==> src/rtl/dtmf_pkg.sv <==
`timescale 1ns/1ps
package dtmf_pkg;

   localparam int unsigned N_TONES = 4;

   typedef enum logic {GRP_LOW = 1'b0, GRP_HIGH = 1'b1} grp_e;
   typedef logic [N_TONES-1:0] tone_vec_t;

   // nominal tone frequency, ascending inside each group
   function automatic longint unsigned tone_hz(input grp_e grp, input int idx);
      if (grp == GRP_LOW) begin
         case (idx)
            0:       return 697;
            1:       return 770;
            2:       return 852;
            default: return 941;
         endcase
      end else begin
         case (idx)
            0:       return 1209;
            1:       return 1336;
            2:       return 1477;
            default: return 1633;
         endcase
      end
   endfunction

   // clock cycles in AVG periods of a tone scaled by 1000/den
   function automatic longint unsigned sum_bound(input longint unsigned clk_hz,
                                                 input longint unsigned avg,
                                                 input longint unsigned hz,
                                                 input longint unsigned den);
      return (clk_hz * avg * 1000) / (hz * den);
   endfunction

   // key code from row (low tone index) and column (high tone index)
   function automatic logic [3:0] pair_code(input logic [1:0] row, input logic [1:0] col);
      if (col == 2'd3) begin
         if (row == 2'd3) return 4'd0;
         return 4'(13 + int'(row));
      end
      if (row == 2'd3) begin
         case (col)
            2'd0:    return 4'd11;
            2'd1:    return 4'd10;
            default: return 4'd12;
         endcase
      end
      return 4'(int'(row) * 3 + int'(col) + 1);
   endfunction

endpackage

==> src/rtl/dtmf_edge_sync.sv <==
`timescale 1ns/1ps
module dtmf_edge_sync #(
   parameter int STAGES = 2
) (
   input  logic clk,
   input  logic rst_n,
   input  logic sq_i,
   output logic rise_o
);

   if (STAGES < 2) begin : g_bad_stages
      $error("dtmf_edge_sync: STAGES must be at least 2");
   end

   logic [STAGES:0] pipe_q;

   always_ff @(posedge clk or negedge rst_n) begin
      if (!rst_n) pipe_q <= '0;
      else        pipe_q <= {pipe_q[STAGES-1:0], sq_i};
   end

   assign rise_o = pipe_q[STAGES-1] & ~pipe_q[STAGES];

endmodule

==> src/rtl/dtmf_period_meter.sv <==
`timescale 1ns/1ps
module dtmf_period_meter #(
   parameter int              CNT_W    = 14,
   parameter int              AVG_LOG2 = 2,
   parameter longint unsigned TMO_CYC  = 10644,
   localparam int             SUM_W    = CNT_W + AVG_LOG2
) (
   input  logic             clk,
   input  logic             rst_n,
   input  logic             rise_i,
   output logic             sum_vld_o,
   output logic [SUM_W-1:0] sum_o,
   output logic             silent_o
);

   if (TMO_CYC >= (64'd1 << CNT_W)) begin : g_bad_width
      $error("dtmf_period_meter: CNT_W too narrow for TMO_CYC");
   end
   if (AVG_LOG2 < 0 || AVG_LOG2 > 4) begin : g_bad_avg
      $error("dtmf_period_meter: AVG_LOG2 out of range 0..4");
   end

   localparam logic [CNT_W-1:0] TMO = CNT_W'(TMO_CYC);

   logic [CNT_W-1:0] cnt_q;
   logic             armed_q;
   logic             silent_q;
   logic             timeout;
   logic             per_vld;
   logic             vld_q;
   logic [SUM_W-1:0] sum_q;

   assign timeout = (cnt_q >= TMO);
   assign per_vld = rise_i & armed_q;

   // cycles since the last rising edge, saturating at the timeout
   always_ff @(posedge clk or negedge rst_n) begin
      if (!rst_n) begin
         cnt_q    <= '0;
         armed_q  <= 1'b0;
         silent_q <= 1'b1;
      end else if (rise_i) begin
         cnt_q    <= CNT_W'(1);
         armed_q  <= 1'b1;
         silent_q <= 1'b0;
      end else if (timeout) begin
         armed_q  <= 1'b0;
         silent_q <= 1'b1;
      end else begin
         cnt_q    <= cnt_q + CNT_W'(1);
      end
   end

   if (AVG_LOG2 == 0) begin : g_single
      always_ff @(posedge clk or negedge rst_n) begin
         if (!rst_n) begin
            vld_q <= 1'b0;
            sum_q <= '0;
         end else begin
            vld_q <= per_vld;
            if (per_vld) sum_q <= cnt_q;
         end
      end
   end else begin : g_avg
      logic [AVG_LOG2-1:0] idx_q;
      logic [SUM_W-1:0]    acc_q;
      logic [SUM_W-1:0]    acc_nxt;

      assign acc_nxt = acc_q + SUM_W'(cnt_q);

      always_ff @(posedge clk or negedge rst_n) begin
         if (!rst_n) begin
            idx_q <= '0;
            acc_q <= '0;
            vld_q <= 1'b0;
            sum_q <= '0;
         end else begin
            vld_q <= 1'b0;
            if (timeout && !rise_i) begin
               idx_q <= '0;
               acc_q <= '0;
            end else if (per_vld) begin
               idx_q <= idx_q + 1'b1;
               if (idx_q == '1) begin
                  sum_q <= acc_nxt;
                  vld_q <= 1'b1;
                  acc_q <= '0;
               end else begin
                  acc_q <= acc_nxt;
               end
            end
         end
      end
   end

   assign sum_vld_o = vld_q;
   assign sum_o     = sum_q;
   assign silent_o  = silent_q;

   p_cnt_limit_r7: assert property (@(posedge clk) disable iff (!rst_n)
      cnt_q <= TMO);

   p_sum_after_edge_r1: assert property (@(posedge clk) disable iff (!rst_n)
      sum_vld_o |-> $past(rise_i));

endmodule

==> src/rtl/dtmf_tone_classifier.sv <==
`timescale 1ns/1ps
module dtmf_tone_classifier
   import dtmf_pkg::*;
#(
   parameter grp_e            GROUP      = GRP_LOW,
   parameter longint unsigned CLK_HZ     = 3579545,
   parameter int              AVG_LOG2   = 2,
   parameter int              ACC_PERMIL = 15,
   parameter int              REJ_PERMIL = 35,
   parameter int              SUM_W      = 16
) (
   input  logic             clk,
   input  logic             rst_n,
   input  logic             sum_vld_i,
   input  logic [SUM_W-1:0] sum_i,
   input  logic             silent_i,
   output tone_vec_t        match_o
);

   localparam longint unsigned AVG = 64'd1 << AVG_LOG2;

   if (ACC_PERMIL <= 0 || ACC_PERMIL >= REJ_PERMIL || REJ_PERMIL >= 500) begin : g_bad_band
      $error("dtmf_tone_classifier: need 0 < ACC_PERMIL < REJ_PERMIL < 500");
   end

   for (genvar t = 0; t < N_TONES; t++) begin : g_tone
      localparam longint unsigned HZ     = tone_hz(GROUP, t);
      localparam longint unsigned ACC_LO = sum_bound(CLK_HZ, AVG, HZ, 1000 + ACC_PERMIL);
      localparam longint unsigned ACC_HI = sum_bound(CLK_HZ, AVG, HZ, 1000 - ACC_PERMIL);
      localparam longint unsigned REJ_LO = sum_bound(CLK_HZ, AVG, HZ, 1000 + REJ_PERMIL);
      localparam longint unsigned REJ_HI = sum_bound(CLK_HZ, AVG, HZ, 1000 - REJ_PERMIL);

      if (t < N_TONES - 1) begin : g_gap
         localparam longint unsigned NXT_ACC_HI =
            sum_bound(CLK_HZ, AVG, tone_hz(GROUP, t + 1), 1000 - ACC_PERMIL);
         if (NXT_ACC_HI >= REJ_LO) begin : g_overlap
            $error("dtmf_tone_classifier: neighbouring tone windows overlap");
         end
      end
      if (REJ_HI >= (64'd1 << SUM_W)) begin : g_bad_sum
         $error("dtmf_tone_classifier: SUM_W too narrow");
      end

      logic sum_in_acc;
      logic sum_out_rej;
      logic hit_q;

      assign sum_in_acc  = (64'(sum_i) >= ACC_LO) && (64'(sum_i) <= ACC_HI);
      assign sum_out_rej = (64'(sum_i) <  REJ_LO) || (64'(sum_i) >  REJ_HI);

      always_ff @(posedge clk or negedge rst_n) begin
         if (!rst_n)                      hit_q <= 1'b0;
         else if (silent_i)               hit_q <= 1'b0;
         else if (sum_vld_i) begin
            if (sum_in_acc)               hit_q <= 1'b1;
            else if (sum_out_rej)         hit_q <= 1'b0;
         end
      end

      assign match_o[t] = hit_q;
   end

   p_one_tone_r1: assert property (@(posedge clk) disable iff (!rst_n)
      $onehot0(match_o));

   p_silence_clears_r7: assert property (@(posedge clk) disable iff (!rst_n)
      silent_i |=> (match_o == '0));

endmodule

==> src/rtl/dtmf_pair_decoder.sv <==
`timescale 1ns/1ps
module dtmf_pair_decoder
   import dtmf_pkg::*;
#(
   parameter longint unsigned CLK_HZ      = 3579545,
   parameter int              AVG_LOG2    = 2,
   parameter int              ACC_PERMIL  = 15,
   parameter int              REJ_PERMIL  = 35,
   parameter int              SYNC_STAGES = 2,
   parameter int              TMO_MULT    = 2
) (
   input  logic       clk,
   input  logic       rst_n,
   input  logic       low_sq_i,
   input  logic       high_sq_i,
   input  logic       inhibit_i,
   output logic [3:0] digit_o,
   output logic       tone_valid_o
);

   if (TMO_MULT < 2) begin : g_bad_tmo
      $error("dtmf_pair_decoder: TMO_MULT must be at least 2");
   end
   if (CLK_HZ < 64'd20000) begin : g_bad_clk
      $error("dtmf_pair_decoder: CLK_HZ too low to resolve the tones");
   end

   tone_vec_t grp_match [2];

   for (genvar g = 0; g < 2; g++) begin : g_grp
      localparam grp_e            GRP   = grp_e'(g);
      localparam longint unsigned TMO   = longint'(TMO_MULT) *
                                          sum_bound(CLK_HZ, 1, tone_hz(GRP, 0), 1000 - REJ_PERMIL);
      localparam int              CNT_W = $clog2(TMO + 1);
      localparam int              SUM_W = CNT_W + AVG_LOG2;

      logic             sq;
      logic             rise;
      logic             sum_vld;
      logic [SUM_W-1:0] sum;
      logic             silent;
      tone_vec_t        match;

      assign sq = (g == 0) ? low_sq_i : high_sq_i;

      dtmf_edge_sync #(.STAGES(SYNC_STAGES)) u_sync (
         .clk    (clk),
         .rst_n  (rst_n),
         .sq_i   (sq),
         .rise_o (rise)
      );

      dtmf_period_meter #(
         .CNT_W    (CNT_W),
         .AVG_LOG2 (AVG_LOG2),
         .TMO_CYC  (TMO)
      ) u_meter (
         .clk       (clk),
         .rst_n     (rst_n),
         .rise_i    (rise),
         .sum_vld_o (sum_vld),
         .sum_o     (sum),
         .silent_o  (silent)
      );

      dtmf_tone_classifier #(
         .GROUP      (GRP),
         .CLK_HZ     (CLK_HZ),
         .AVG_LOG2   (AVG_LOG2),
         .ACC_PERMIL (ACC_PERMIL),
         .REJ_PERMIL (REJ_PERMIL),
         .SUM_W      (SUM_W)
      ) u_class (
         .clk       (clk),
         .rst_n     (rst_n),
         .sum_vld_i (sum_vld),
         .sum_i     (sum),
         .silent_i  (silent),
         .match_o   (match)
      );

      assign grp_match[g] = match;
   end

   tone_vec_t  lo_m;
   tone_vec_t  hi_m;
   logic [1:0] row;
   logic [1:0] col;
   logic       pair_ok;
   logic [3:0] digit_q;
   logic       valid_q;

   assign lo_m = grp_match[0];
   assign hi_m = grp_match[1];

   always_comb begin
      row = 2'd0;
      col = 2'd0;
      for (int i = 0; i < N_TONES; i++) begin
         if (lo_m[i]) row = 2'(i);
         if (hi_m[i]) col = 2'(i);
      end
      pair_ok = $onehot(lo_m) && $onehot(hi_m) && !(inhibit_i && hi_m[N_TONES-1]);
   end

   always_ff @(posedge clk or negedge rst_n) begin
      if (!rst_n) begin
         valid_q <= 1'b0;
         digit_q <= 4'd0;
      end else begin
         valid_q <= pair_ok;
         digit_q <= pair_ok ? pair_code(row, col) : 4'd0;
      end
   end

   assign digit_o      = digit_q;
   assign tone_valid_o = valid_q;

   p_inhibit_blocks_r6: assert property (@(posedge clk) disable iff (!rst_n)
      (tone_valid_o && $past(inhibit_i)) |-> !(digit_o inside {4'd0, 4'd13, 4'd14, 4'd15}));

   p_valid_pair_r4: assert property (@(posedge clk) disable iff (!rst_n)
      tone_valid_o |-> (($past(lo_m) != '0) && ($past(hi_m) != '0)));

endmodule

==> config.mk <==
export PLATFORM = sky130hd
export DESIGN_NAME = dtmf_pair_decoder
export DESIGN_NICKNAME = d
export VERILOG_FILES = /design/src/rtl/dtmf_pkg.sv /design/src/rtl/dtmf_edge_sync.sv /design/src/rtl/dtmf_period_meter.sv /design/src/rtl/dtmf_tone_classifier.sv /design/src/rtl/dtmf_pair_decoder.sv
export SDC_FILE = /design/constraint.sdc
export NUM_CORES = 1
export LEC_CHECK = 0
export BUFFER_PORTS_ARGS = -buffer_cell sky130_fd_sc_hd__buf_2
export CAP_MARGIN = 20
export CELL_PAD_IN_SITES_DETAIL_PLACEMENT = 1
export CELL_PAD_IN_SITES_GLOBAL_PLACEMENT = 1
export CORE_MARGIN = 10
export CORE_UTILIZATION = 30
export CTS_BUF_LIST = sky130_fd_sc_hd__clkbuf_8
export CTS_CLUSTER_SIZE = 25
export DETAILED_ROUTE_END_ITERATION = 6
export PLACE_DENSITY_LB_ADDON = 0.25
export SETUP_SLACK_MARGIN = 0.1
export SKIP_CTS_REPAIR_TIMING = 1
export SLEW_MARGIN = 10
export SYNTH_ARGS = -nofsm -noshare
export SYNTH_HDL_FRONTEND = slang
export SYNTH_HIERARCHICAL = 1
export SYNTH_SLANG_ARGS = --single-unit
==> constraint.sdc <==
create_clock -name clk -period 3.97 [get_ports clk]
set_clock_uncertainty 0.2 [all_clocks]
set_input_delay 0.794 -clock clk [delete_from_list [all_inputs] [get_ports clk]]
set_output_delay 0.794 -clock clk [all_outputs]
set_load 0.005 [all_outputs]
== Word-level counts from Yosys, hierarchy flattened ==
Index checks and enable logic that the tools add are counted.

* Register bits: 118
* Output and inout bits: 5

* Add/sub/neg operators: 15
* Multipliers: 1
* Magnitude comparators: 34
* Equality and inequality tests: 9
* Multiplexer cells: 78
* Bitwise operators: 8
* Reduce and logical (&&, ||, !) cells: 49

{| class="wikitable"
|+ Operators by type and width
! kind !! number
|-
| $ge 15x14->1 const B || 4
|-
| $gt 15x14->1 const B || 4
|-
| $le 15x14->1 const B || 4
|-
| $lt 15x14->1 const B || 4
|-
| $mux 1 || 52
|-
| $ge 16x15->1 const B || 3
|-
| $gt 16x15->1 const B || 3
|-
| $le 16x15->1 const B || 3
|-
| $mux 16 || 3
|-
| $mux 15 || 3
|-
| $lt 16x14->1 const B || 2
|-
| $lt 16x15->1 const B || 2
|-
| $mux 14 || 2
|-
| $mux 4 || 7
|-
| $mux 13 || 2
|-
| $reduce_bool 3->1 || 8
|-
| $add 16x14->16 || 1
|-
| $ge 16x14->1 const B || 1
|-
| $gt 16x14->1 const B || 1
|-
| $le 16x14->1 const B || 1
|-
| $mux 2 || 8
|-
| $reduce_and 2->1 || 8
|-
| $add 15x13->15 || 1
|-
| $add 14x1->14 const B || 1
|-
| other kinds (23) || 66
|}

== Logic depth before layout (Yosys ltp) ==
Gate-level depths: netlist of run 1.

* Depth after elaboration: 12
* Mapped depth: 10
* Depth with buffers taken out: 9

== Modules after synthesis ==
Netlist of run 1, hierarchy kept.

{| class="wikitable"
|+ By module, submodules not included
! module !! times used !! cells an instance !! area an instance (um^2) !! sequential area each (um^2)
|-
| dtmf_period_meter (g_grp[0].u_meter) || 1 || 328 || 3,125.5 || 1,277.5
|-
| dtmf_period_meter (g_grp[1].u_meter) || 1 || 287 || 2,846.5 || 1,202.4
|-
| dtmf_tone_classifier (g_grp[0].u_class) || 1 || 131 || 924.6 || 100.1
|-
| dtmf_tone_classifier (g_grp[1].u_class) || 1 || 122 || 863.3 || 100.1
|-
| dtmf_pair_decoder || 1 || 57 || 523.0 || 125.1
|-
| dtmf_edge_sync || 2 || 4 || 88.8 || 75.1
|}

== Worst setup path after synthesis of run 1 ==
No wires, ideal clock.

* Path kind: reg2reg
* Start: register g_grp[0].u_class.g_tone[2].hit_q
* End: register digit_q[3] (netlist: digit_o[3])
* Setup time: 0.140 ns
* Arrival: 2.235 ns
* Data required time: 3.630 ns
* Path slack: 1.396 ns
* Stages on the path, launching flop included: 10
* Buffers on the path: 1
* Period minus slack after synthesis: 2.574 ns
* Cell sequence: dfrtp_1 -> buf_4 -> o21ai_0 -> inv_1 -> fa_1 -> inv_1 -> ha_1 -> a21o_1 -> a2111oi_0 -> a211oi_1

* Word-level cells in the longest chain between the ends: 11

{| class="wikitable"
|+ Ends and longest elaborated chain
! item !! RTL line !! text
|-
| from (decl) || dtmf_tone_classifier.sv:46 || <nowiki>logic hit_q;</nowiki>
|-
| from (signal assigned) || dtmf_tone_classifier.sv:52 || <nowiki>if (!rst_n) hit_q <= 1'b0;</nowiki>
|-
| from (signal assigned) || dtmf_tone_classifier.sv:53 || <nowiki>else if (silent_i) hit_q <= 1'b0;</nowiki>
|-
| from (signal assigned) || dtmf_tone_classifier.sv:55 || <nowiki>if (sum_in_acc) hit_q <= 1'b1;</nowiki>
|-
| parallel branches: the longest is 10 deep, another holds $mul 2x2->4 || -- ||
|-
| $mux 4 (*) || dtmf_pair_decoder.sv:112 || <nowiki>digit_q <= pair_ok ? pair_code(row, col) : 4'd0;</nowiki>
|-
| to (signal assigned) || dtmf_pair_decoder.sv:112 ||
|-
| to (decl) || dtmf_pair_decoder.sv:90 || <nowiki>logic [3:0] digit_q;</nowiki>
|}

Every way passes the cells marked *. The select of a mux whose other input is x is not followed.
A chain may end at the register's enable or synchronous reset.

== Final worst setup path of run 1 ==
* Start: register g_grp[0].u_meter.cnt_q[0]
* End: register g_grp[0].u_meter.sum_q[10]

* Word-level cells in the longest chain between the ends: 4

{| class="wikitable"
|+ Ends and longest elaborated chain
! item !! RTL line !! text
|-
| from (decl) || dtmf_period_meter.sv:25 || <nowiki>logic [CNT_W-1:0] cnt_q;</nowiki>
|-
| from (signal assigned) || dtmf_period_meter.sv:50 || <nowiki>cnt_q <= cnt_q + CNT_W'(1);</nowiki>
|-
| $ge 14x14->1 || dtmf_period_meter.sv:33 || <nowiki>assign timeout = (cnt_q >= TMO);</nowiki>
|-
| $logic_and 1x1->1 || dtmf_period_meter.sv:79 || <nowiki>if (timeout && !rise_i) begin</nowiki>
|-
| $not 1->1 (no source line) || -- ||
|-
| $reduce_and 3->1 (no source line) || -- ||
|-
| to (signal assigned) || dtmf_period_meter.sv:85 || <nowiki>sum_q <= acc_nxt;</nowiki>
|-
| to (decl) || dtmf_period_meter.sv:31 || <nowiki>logic [SUM_W-1:0] sum_q;</nowiki>
|}

Parallel ways exist; a longest one is shown, timed or not.

==> results of run 1 <==
-- logic make-up after synthesis --
group,share of synthesized area
fa+ha+maj,0.0748
flops,0.349
compound gates,0.257
buf+inv,0.0565
xor+xnor,0.0342
simple gates,0.202
mux,0.0259
-- sequential cells by signal (all words and copies together) (netlist names) --
name / flops
g_grp.u_meter/g_avg.idx_q: 4
g_grp.u_meter/g_avg.acc_q: 31
digit_o: 4
g_grp.u_sync/pipe_q: 6
g_grp.u_meter/silent_o: 2
g_grp.u_meter/sum_o: 31
g_grp.u_meter/armed_q: 2
g_grp.u_meter/cnt_q: 27
tone_valid_o: 1
g_grp.u_meter/sum_vld_o: 2
g_grp.u_class/g_tone.hit_q: 8
-- power groups by stage --
stage | clock [mW] | combinational, mW | sequential (mW)
2_1_floorplan | 0 | 1.83 | 1.67
3_3_place_gp | 0 | 2.04 | 1.98
3_5_place_dp | 0 | 2.07 | 1.98
4_1_cts | 1.23 | 2.08 | 1.96
5_1_grt | 1.29 | 2.34 | 2.03
6_report | 1.19 | 2.07 | 1.96
-- per-layer routing --
metal	vias to the layer above	global-route usage
met5	-	0
met4	0	0.0372
met3	22	0.0219
met2	90	0.216
met1	3608	0.190
li1	3458	-
-- path summary, 6_finish.rpt --
kind | endpoint | depth (start not counted) | start
min reg2reg | g_grp[0].u_sync/pipe_q[1] | 0 | g_grp[0].u_sync/pipe_q[0]
max reg2reg | g_grp[0].u_meter/sum_o[10] | 7 | g_grp[0].u_meter/cnt_q[0]
min | g_grp[0].u_sync/pipe_q[1] | 0 | g_grp[0].u_sync/pipe_q[0]
min in group asynchronous | g_grp[1].u_sync/pipe_q[0] | 1 | rst_n
max in group asynchronous | g_grp[0].u_meter/g_avg.acc_q[15] | 2 | rst_n
max | g_grp[0].u_meter/sum_o[10] | 7 | g_grp[0].u_meter/cnt_q[0]
-- layout make-up --
class,instances,area [um^2],area share
clock inverters,11,131,0.0144
multi-input cells,718,5030,0.549
inverters,42,158,0.0172
well taps,378,473,0.0517
clock buffers,21,289,0.0316
repair buffers,16,116,0.0127
flip-flops and latches,118,2960,0.323
-- cells in the final DEF, fill, tap and decap left out, drive strengths merged, types with 8 or more instances in the layout --
cell type / instances
o21ai: 80
mux2i: 8
or4: 10
o31ai: 9
a21o: 20
and3: 10
xnor2: 18
a211oi: 13
inv: 43
nor3: 21
mux2: 12
nand3: 32
o211ai: 13
a211o: 9
o2111ai: 12
nor2: 68
nand2: 83
nand2b: 9
nor2b: 10
a21oi: 49
dfrtp: 116
xor2: 15
ha: 41
clkbuf: 21
nand4: 22
a22o: 12
buf: 16
a31oi: 15
-- critical path: cells and delay by family, from the launching register on --
| kind | cells | cell delay (ns) |
|---|---|---|
| adder cells (fa/ha/maj) | 2 | 0.67 |
| AO/OA/AOI/OAI | 5 | 1.36 |
| flip-flops | 1 | 0.44 |
-- through the flow --
step	cell area [um^2]	worst slack [ns]	cells	hold slack, ns
2_1_floorplan	8460	1.40	933	0.131
3_3_place_gp	8730	1.25	1272	0.133
3_5_place_dp	8730	1.17	1272	0.137
4_1_cts	9150	1.17	1304	0.156
5_1_grt	9150	0.909	1304	0.166
6_report	9150	1.17	1304	0.152
==> impl_metrics.toml, run 1 <==
[outcome]
status = "finished clean"

[setup_path]
path_cells = "ha_1, fa_1, a21o_1, a311oi_2, o31ai_1, a311oi_1, o31ai_1"
critPathCaptureType = "register"
crit_slowest_cell = "a311oi_1"
path_max_fanout = 6
required_ns = 4.08
cpPeakStageDelay_ns = 0.45
crit_top_cell = "o31ai_1"
worstPathArrival_ns = 2.91
rrSetupSlack_ns = 1.17
start_kind = "register"
path_class = "reg2reg"

[placed_design]
gp_congestion = 0.815
io_buffers = 9
hpwl_um = 16900

[synthesis]
yosysTopAreaCellShare = 0.343
yosys.area.top_type = "dfrtp_1"
syn-num-nets = 985
synth_common_cells = "116 x dfrtp_1, 83 x nand2_1, 72 x o21ai_0, 68 x nor2_1, 46 x a21oi_1"
synth_most_common_cell = "dfrtp_1"
synth.distinct_cells = 107
ys_warn_count = 6
netlist_instances = 933
ys.flop_type = "dfrtp_1"
yosysSeqAreaShare = 0.349
synth-seq-cells = 118
avgSynthCellArea_um2 = 9.07
postSynth.asyncResetShare = 1.00
synth_enable_flop_cells = 0
netlist_area_mm2 = 0.00846
synth_area_leaders = "dfrtp_1 34%, ha_1 6.1%, o21ai_0 4.3%, nand2_1 3.7%, nor2_1 3.0%"

[clock_network]
clock_sinks = 118
path_clk_slew_ns = 0.08
cts_made_buffers = 17
cts_tree = "built"
clock_latency_ns = 0.44
cts_root_buffer = "clkbuf_8"
htree_levels = 4
cts_max_path_buffers = 2

[route]
vias = 7178
dr_wl_met3_um = 529
viasPerCell = 5.50
firstDrtPassIters = 4
initialDrtViolationCount = 408
wl_met1_um = 12100
drc_errors = 0
wl_um = 23900
maxUsedRoutingLayer = "met4"
wl_per_cell_um = 18.3
ant_nets = 0
dr_wl_met2_um = 11000

[job]
cap_violations = 0

[floorplanning]
die_area_mm2 = 0.0353
rows = 61
boundaryPins = 10
die_h_um = 188
die_w_um = 188
start_util = 0.305
core_area_mm2 = 0.0278

[pwr]
p_comb_frac = 0.396
seqPwrFrac = 0.376
clock_power_share = 0.228
ir_worst_vdd_mv = 0.198
power_mw = 5.22
intPower_mw = 3.01
p_sw_frac = 0.424
power.density_mw_per_mm2 = 570
p_leak_nw = 3.87
switchingPower_mw = 2.21

[global_routing]
gr-total-overflow = 0
first_global_vias = 7423
grt_use_total = 0.137
grt_max_degree = 76
grt_first_pass_wirelength_um = 40400
antenna_found_initial = 0

[timing]
finalSetupViolCount = 0
min_period_over_period = 0.706
tightest_slew_ns = 0.871
drv_slew = 0
hold_violations = 0
slew_headroom = 0.417
fmaxAchievable_mhz = 357
fin_setup_tns_ns = 0
rsz0062_at_grt = "false"
fin_crit_ns = 2.80

[finish]
fin_nets = 965
fillers = 3243
layout-drive-gt1-share = 0.107
final_core_util = 0.329
antenna_cells = 0
syn_to_final_growth_pct = 8.15

[min_path]
hold_class = "reg2reg"
(Power assumes the default switching activity.)
==> run 2: changes to the inputs <==
==> constraint.sdc (replaced) <==
create_clock -name clk -period 2.25 [get_ports clk]
set_clock_uncertainty 0.2 [all_clocks]
set_input_delay 0.45 -clock clk [delete_from_list [all_inputs] [get_ports clk]]
set_output_delay 0.45 -clock clk [all_outputs]
set_load 0.005 [all_outputs]
==> run 2 against run 1 <==
Effect of this change: the run now ends with negative setup slack left; cell count is 12% higher; combinational power grew to 2.9 times the previous value; worst hold slack improved by 0.0022 ns; sequential power is 65% higher; largest cell class unchanged; largest power group unchanged.
==> impl_metrics.toml, run 2 (same netlist as run 1, synthesis figures left out) <==
[outcome]
status = "finished with violations"
violations = "negative setup slack"

[setup_path]
path_cells = "ha_2, fa_2, a21o_1, a311oi_2, buf_4, o211ai_1, a21o_1, a32o_1"
start_kind = "register"
critPathCaptureType = "register"
cpPeakStageDelay_ns = 0.40
crit_slowest_cell = "dfrtp_1"
required_ns = 2.41
cp_num_buf_inv = 1
worstPathArrival_ns = 2.63
cp_num_cells = 8
crit_family = "compound AO/OA/AOI/OAI gates"
path_max_fanout = 4
r2r_cells = 8
path_class = "reg2reg"
crit_top_cell = "a21o_1"

[floorplanning]
die_h_um = 188
rows = 61
start_util = 0.305
die_area_mm2 = 0.0353
core_area_mm2 = 0.0278
die_w_um = 188
boundaryPins = 10

[route]
drc_errors = 0
wl_per_cell_um = 18.3
vias = 7813
wl_um = 26600
ant_nets = 0
viasPerCell = 5.37
initialDrtViolationCount = 586
firstDrtPassIters = 5

[placed_design]
place_area_mm2 = 0.00988
gp_congestion = 0.843
hpwl_um = 19100
io_buffers = 9

[job]
cap_violations = 0

[global_routing]
gr-total-overflow = 0
grt_use_total = 0.144
grt_max_degree = 47
grt_first_pass_wirelength_um = 42300
first_global_vias = 7860
antenna_found_initial = 0

[pwr]
power_mw = 11.3
p_sw_frac = 0.422
seqPwrFrac = 0.285
p_comb_frac = 0.523
clock_power_share = 0.192
intPower_mw = 6.55
switchingPower_mw = 4.78
ir_worst_vdd_mv = 0.443
p_leak_nw = 4.72
power.density_mw_per_mm2 = 1030

[clock_network]
cts_max_path_buffers = 2
cts_root_buffer = "clkbuf_8"
path_clk_slew_ns = 0.10
htree_levels = 4
clock_latency_ns = 0.46
clock_sinks = 118
cts_made_buffers = 17
cts_tree = "built"

[timing]
tightest_slew_ns = 0.591
hold_violations = 0
finalSetupViolCount = 28
fin_ws_ns = -0.221
drv_slew = 0
slew_headroom = 0.603
min_period_over_period = 1.10
fin_crit_ns = 2.47
rsz0062_at_grt = "true"
fmaxAchievable_mhz = 405

[min_path]
hold_class = "reg2reg"
min_path_cells = 0

[finish]
fin_area_mm2 = 0.0110
fin_nets = 1116
final_common_cell = "buf_4"
final_cell_mix = "136 x buf_4, 112 x dfrtp_1, 80 x nand2_1, 67 x nor2_1, 44 x o21ai_0"
antenna_cells = 0
syn_to_final_growth_pct = 30.4
layout-drive-gt1-share = 0.320
==> run 2: cell types whose count changed in the layout (fill, tap and decap cells not counted), sizes merged <==
cell / change
inv: +4
clkinvlp: +1
buf: +148
dlygate4sd3: +3
clkinv: -1
clkbuf: -4
==> run 2: final timing paths <==
path                                            startpoint                               end  slack, ns
max in group asynchronous                            rst_n         g_grp[0].u_meter/cnt_q[3]       0.99
min reg2reg                      g_grp[1].u_sync/pipe_q[0]         g_grp[1].u_sync/pipe_q[1]       0.15
min in group asynchronous                            rst_n        g_grp[1].u_meter/cnt_q[10]       0.29
max reg2reg                g_grp[0].u_meter/g_avg.acc_q[0]  g_grp[0].u_meter/g_avg.acc_q[12]      -0.22
max                        g_grp[0].u_meter/g_avg.acc_q[0]  g_grp[0].u_meter/g_avg.acc_q[12]      -0.22
min                              g_grp[1].u_sync/pipe_q[0]         g_grp[1].u_sync/pipe_q[1]       0.15
==> run 2: per-layer routing <==
| layer | wire length, um | global-route usage | vias to the layer above | part of all wire |
|---|---|---|---|---|
| li1 | - | - | 3754 | - |
| met1 | 12500 | 0.191 | 3929 | 0.47 |
| met2 | 13100 | 0.235 | 104 | 0.49 |
| met3 | 504 | 0.0236 | 26 | 0.019 |
| met4 | 437 | 0.0452 | 0 | 0.016 |
| met5 | 0 | 0 | - | 0 |
==> run 2: area by class of cell <==
| type | count | area [um^2] |
|---|---|---|
| Clock buffer | 17 | 234 |
| Clock inverter | 15 | 188 |
| Fill cell | 3229 | 16700 |
| Inverter | 42 | 165 |
| Multi-Input combinational cell | 718 | 5670 |
| Sequential cell | 118 | 2960 |
| Tap cell | 378 | 473 |
| Timing Repair Buffer | 167 | 1340 |
==> run 2: power by group through the flow <==
stage	Sequential [mW]	Clock (mW)	Combinational, mW
after detailed placement	3.20	0	4.83
after global routing	3.32	2.35	6.52
after global placement	3.20	0	4.75
after floorplan	2.95	0	3.33
after CTS	3.17	2.24	4.86
final	3.23	2.17	5.93
==> run 2: through the flow <==
step                setup TNS (ns)  hold WS [ns]  setup slack [ns]  utilization  cells
CTS                          -2.00        -0.270            -0.182        0.371   1441
floorplan                   -0.519       -0.0456           -0.0954            -    933
finish                       -2.48         0.154            -0.221        0.397   1455
detailed placement           -1.65         0.136            -0.177        0.356   1409
global placement            -0.963         0.134            -0.112        0.356   1409
global route                 -4.70         0.144            -0.302        0.397   1455
==> run 3: changes to the inputs <==
--- a/config.mk
+++ b/config.mk
@@ -14,7 +14,8 @@
 export CTS_BUF_LIST = sky130_fd_sc_hd__clkbuf_8
 export CTS_CLUSTER_SIZE = 25
 export DETAILED_ROUTE_END_ITERATION = 6
-export PLACE_DENSITY_LB_ADDON = 0.25
+export GPL_TIMING_DRIVEN = 0
+export PLACE_DENSITY = 0.66
 export SETUP_SLACK_MARGIN = 0.1
 export SKIP_CTS_REPAIR_TIMING = 1
 export SLEW_MARGIN = 10
==> run 3 against run 2 <==
Effect of this change: the run still ends with negative setup slack left; maximum frequency down 4.9%; first-iteration DRC count down 14%; cell count down 2.5%; cell area up 0.18%; die area unchanged; clock-buffer cell count up 4; worst hold slack about the same; clock power down 7%; utilization up 0.072 points; combinational power up 3%; largest cell class unchanged; largest power group unchanged; highest routed layer unchanged.
==> impl_metrics.toml, run 3 (same netlist as run 1, synthesis figures left out) <==
[floorplanning]
die_area_mm2 = 0.0353
core_area_mm2 = 0.0278
rows = 61
die_h_um = 188
boundaryPins = 10
start_util = 0.305
die_w_um = 188

[placed_design]
io_buffers = 9
hpwl_um = 17700
dp_cells = 1321
gp_congestion = 0.853
place_area_mm2 = 0.00913

[setup_path]
start_kind = "register"
crit_slowest_cell = "dfrtp_2"
required_ns = 2.38
path_max_fanout = 5
worstPathArrival_ns = 2.73
cp_num_buf_inv = 1
path_cells = "ha_4, fa_2, a21o_1, a311oi_4, buf_6, o211ai_1, a21o_1, a32o_1"
crit_family = "compound AO/OA/AOI/OAI gates"
cpPeakStageDelay_ns = 0.45
crit_top_cell = "a21o_1"
critPathCaptureType = "register"
path_class = "reg2reg"

[finish]
fin_nets = 1080
layout-drive-gt1-share = 0.311
syn_to_final_growth_pct = 30.6
final_common_cell = "dfrtp_1"
final_cell_mix = "101 x dfrtp_1, 79 x nand2_1, 65 x nor2_1, 53 x buf_4, 49 x o21ai_0"
fin_area_mm2 = 0.0111
final_core_util = 0.398
antenna_cells = 0
final_cells = 1418

[timing]
fin_crit_ns = 2.60
finalSetupViolCount = 43
rsz0062_at_grt = "true"
slew_headroom = 0.358
fmaxAchievable_mhz = 385
fin_ws_ns = -0.347
tightest_slew_ns = 0.960
min_period_over_period = 1.15
drv_slew = 0
hold_violations = 0

[route]
initialDrtViolationCount = 502
firstDrtPassIters = 5
ant_nets = 0
wl_um = 26500
drc_errors = 0
viasPerCell = 5.48
wl_per_cell_um = 18.7
vias = 7768

[min_path]
hold_class = "reg2reg"

[clock_network]
htree_levels = 4
clock_sinks = 118
cts_max_path_buffers = 2
cts_made_buffers = 17
clock_latency_ns = 0.45
cts_tree = "built"
cts_root_buffer = "clkbuf_8"
path_clk_slew_ns = 0.07

[job]
cap_violations = 0

[global_routing]
first_global_vias = 7506
grt_use_total = 0.136
grt_first_pass_wirelength_um = 40000
antenna_found_initial = 0
gr-total-overflow = 0
grt_max_degree = 76

[pwr]
power_mw = 11.3
ir_worst_vdd_mv = 0.460
power.density_mw_per_mm2 = 1020
p_leak_nw = 4.53

[outcome]
status = "finished with violations"
violations = "negative setup slack"
==> run 3: worst paths after layout <==
path	from	to	slack, ns	cells after the start
min in group asynchronous	rst_n	g_grp[1].u_meter/cnt_q[11]	0.28	2
max in group asynchronous	rst_n	g_grp[0].u_meter/g_avg.acc_q[8]	0.82	3
worst max register to register	g_grp[0].u_meter/cnt_q[0]	g_grp[0].u_meter/g_avg.acc_q[12]	-0.35	8
worst max-delay path	g_grp[0].u_meter/cnt_q[0]	g_grp[0].u_meter/g_avg.acc_q[12]	-0.35	8
worst min register to register	g_grp[1].u_sync/pipe_q[0]	g_grp[1].u_sync/pipe_q[1]	0.15	0
worst min-delay path	g_grp[1].u_sync/pipe_q[0]	g_grp[1].u_sync/pipe_q[1]	0.15	0
==> run 3: per-stage QoR <==
stage,worst slack (ns),TNS [ns],hold WS (ns)
finish,-0.347,-6.69,0.154
global route,-0.437,-10.67,0.162
floorplan,-0.0954,-0.519,-0.0456
CTS,-0.534,-10.52,-0.299
detailed placement,-0.527,-9.71,0.139
global placement,-1.43,-145.89,0.136
==> run 3: cell type report <==
cell class                      instances  area (um^2)
Buffer                                 55          377
Sequential cell                       118         2970
Timing Repair Buffer                   76          672
Inverter                               42          176
Clock buffer                           21          289
Clock inverter                         10          105
Tap cell                              378          473
Multi-Input combinational cell        718         5990
Fill cell                            3207        16700
==> run 3: worst reg2reg max path, cell delays in order, from the launching register on <==
cell and delay, ns:
dfrtp_2 0.45, ha_4 0.18, fa_2 0.34, a21o_1 0.22, a311oi_4 0.32, buf_6 0.17
o211ai_1 0.12, a21o_1 0.22, a32o_1 0.26
==> run 3: where the power goes <==
part | switching [mW] | total (mW) | internal (mW)
registers | 0.585 | 3.17 | 2.58
clock network | 0.933 | 2.02 | 1.08
logic | 3.26 | 6.08 | 2.82
==> run 3: per-layer routing <==
layer,vias up,part of all wire,GRT usage
li1,3667,-,-
met1,3991,0.47,0.181
met2,94,0.50,0.224
met3,16,0.020,0.0206
met4,0,0.0099,0.0375
met5,-,0,0
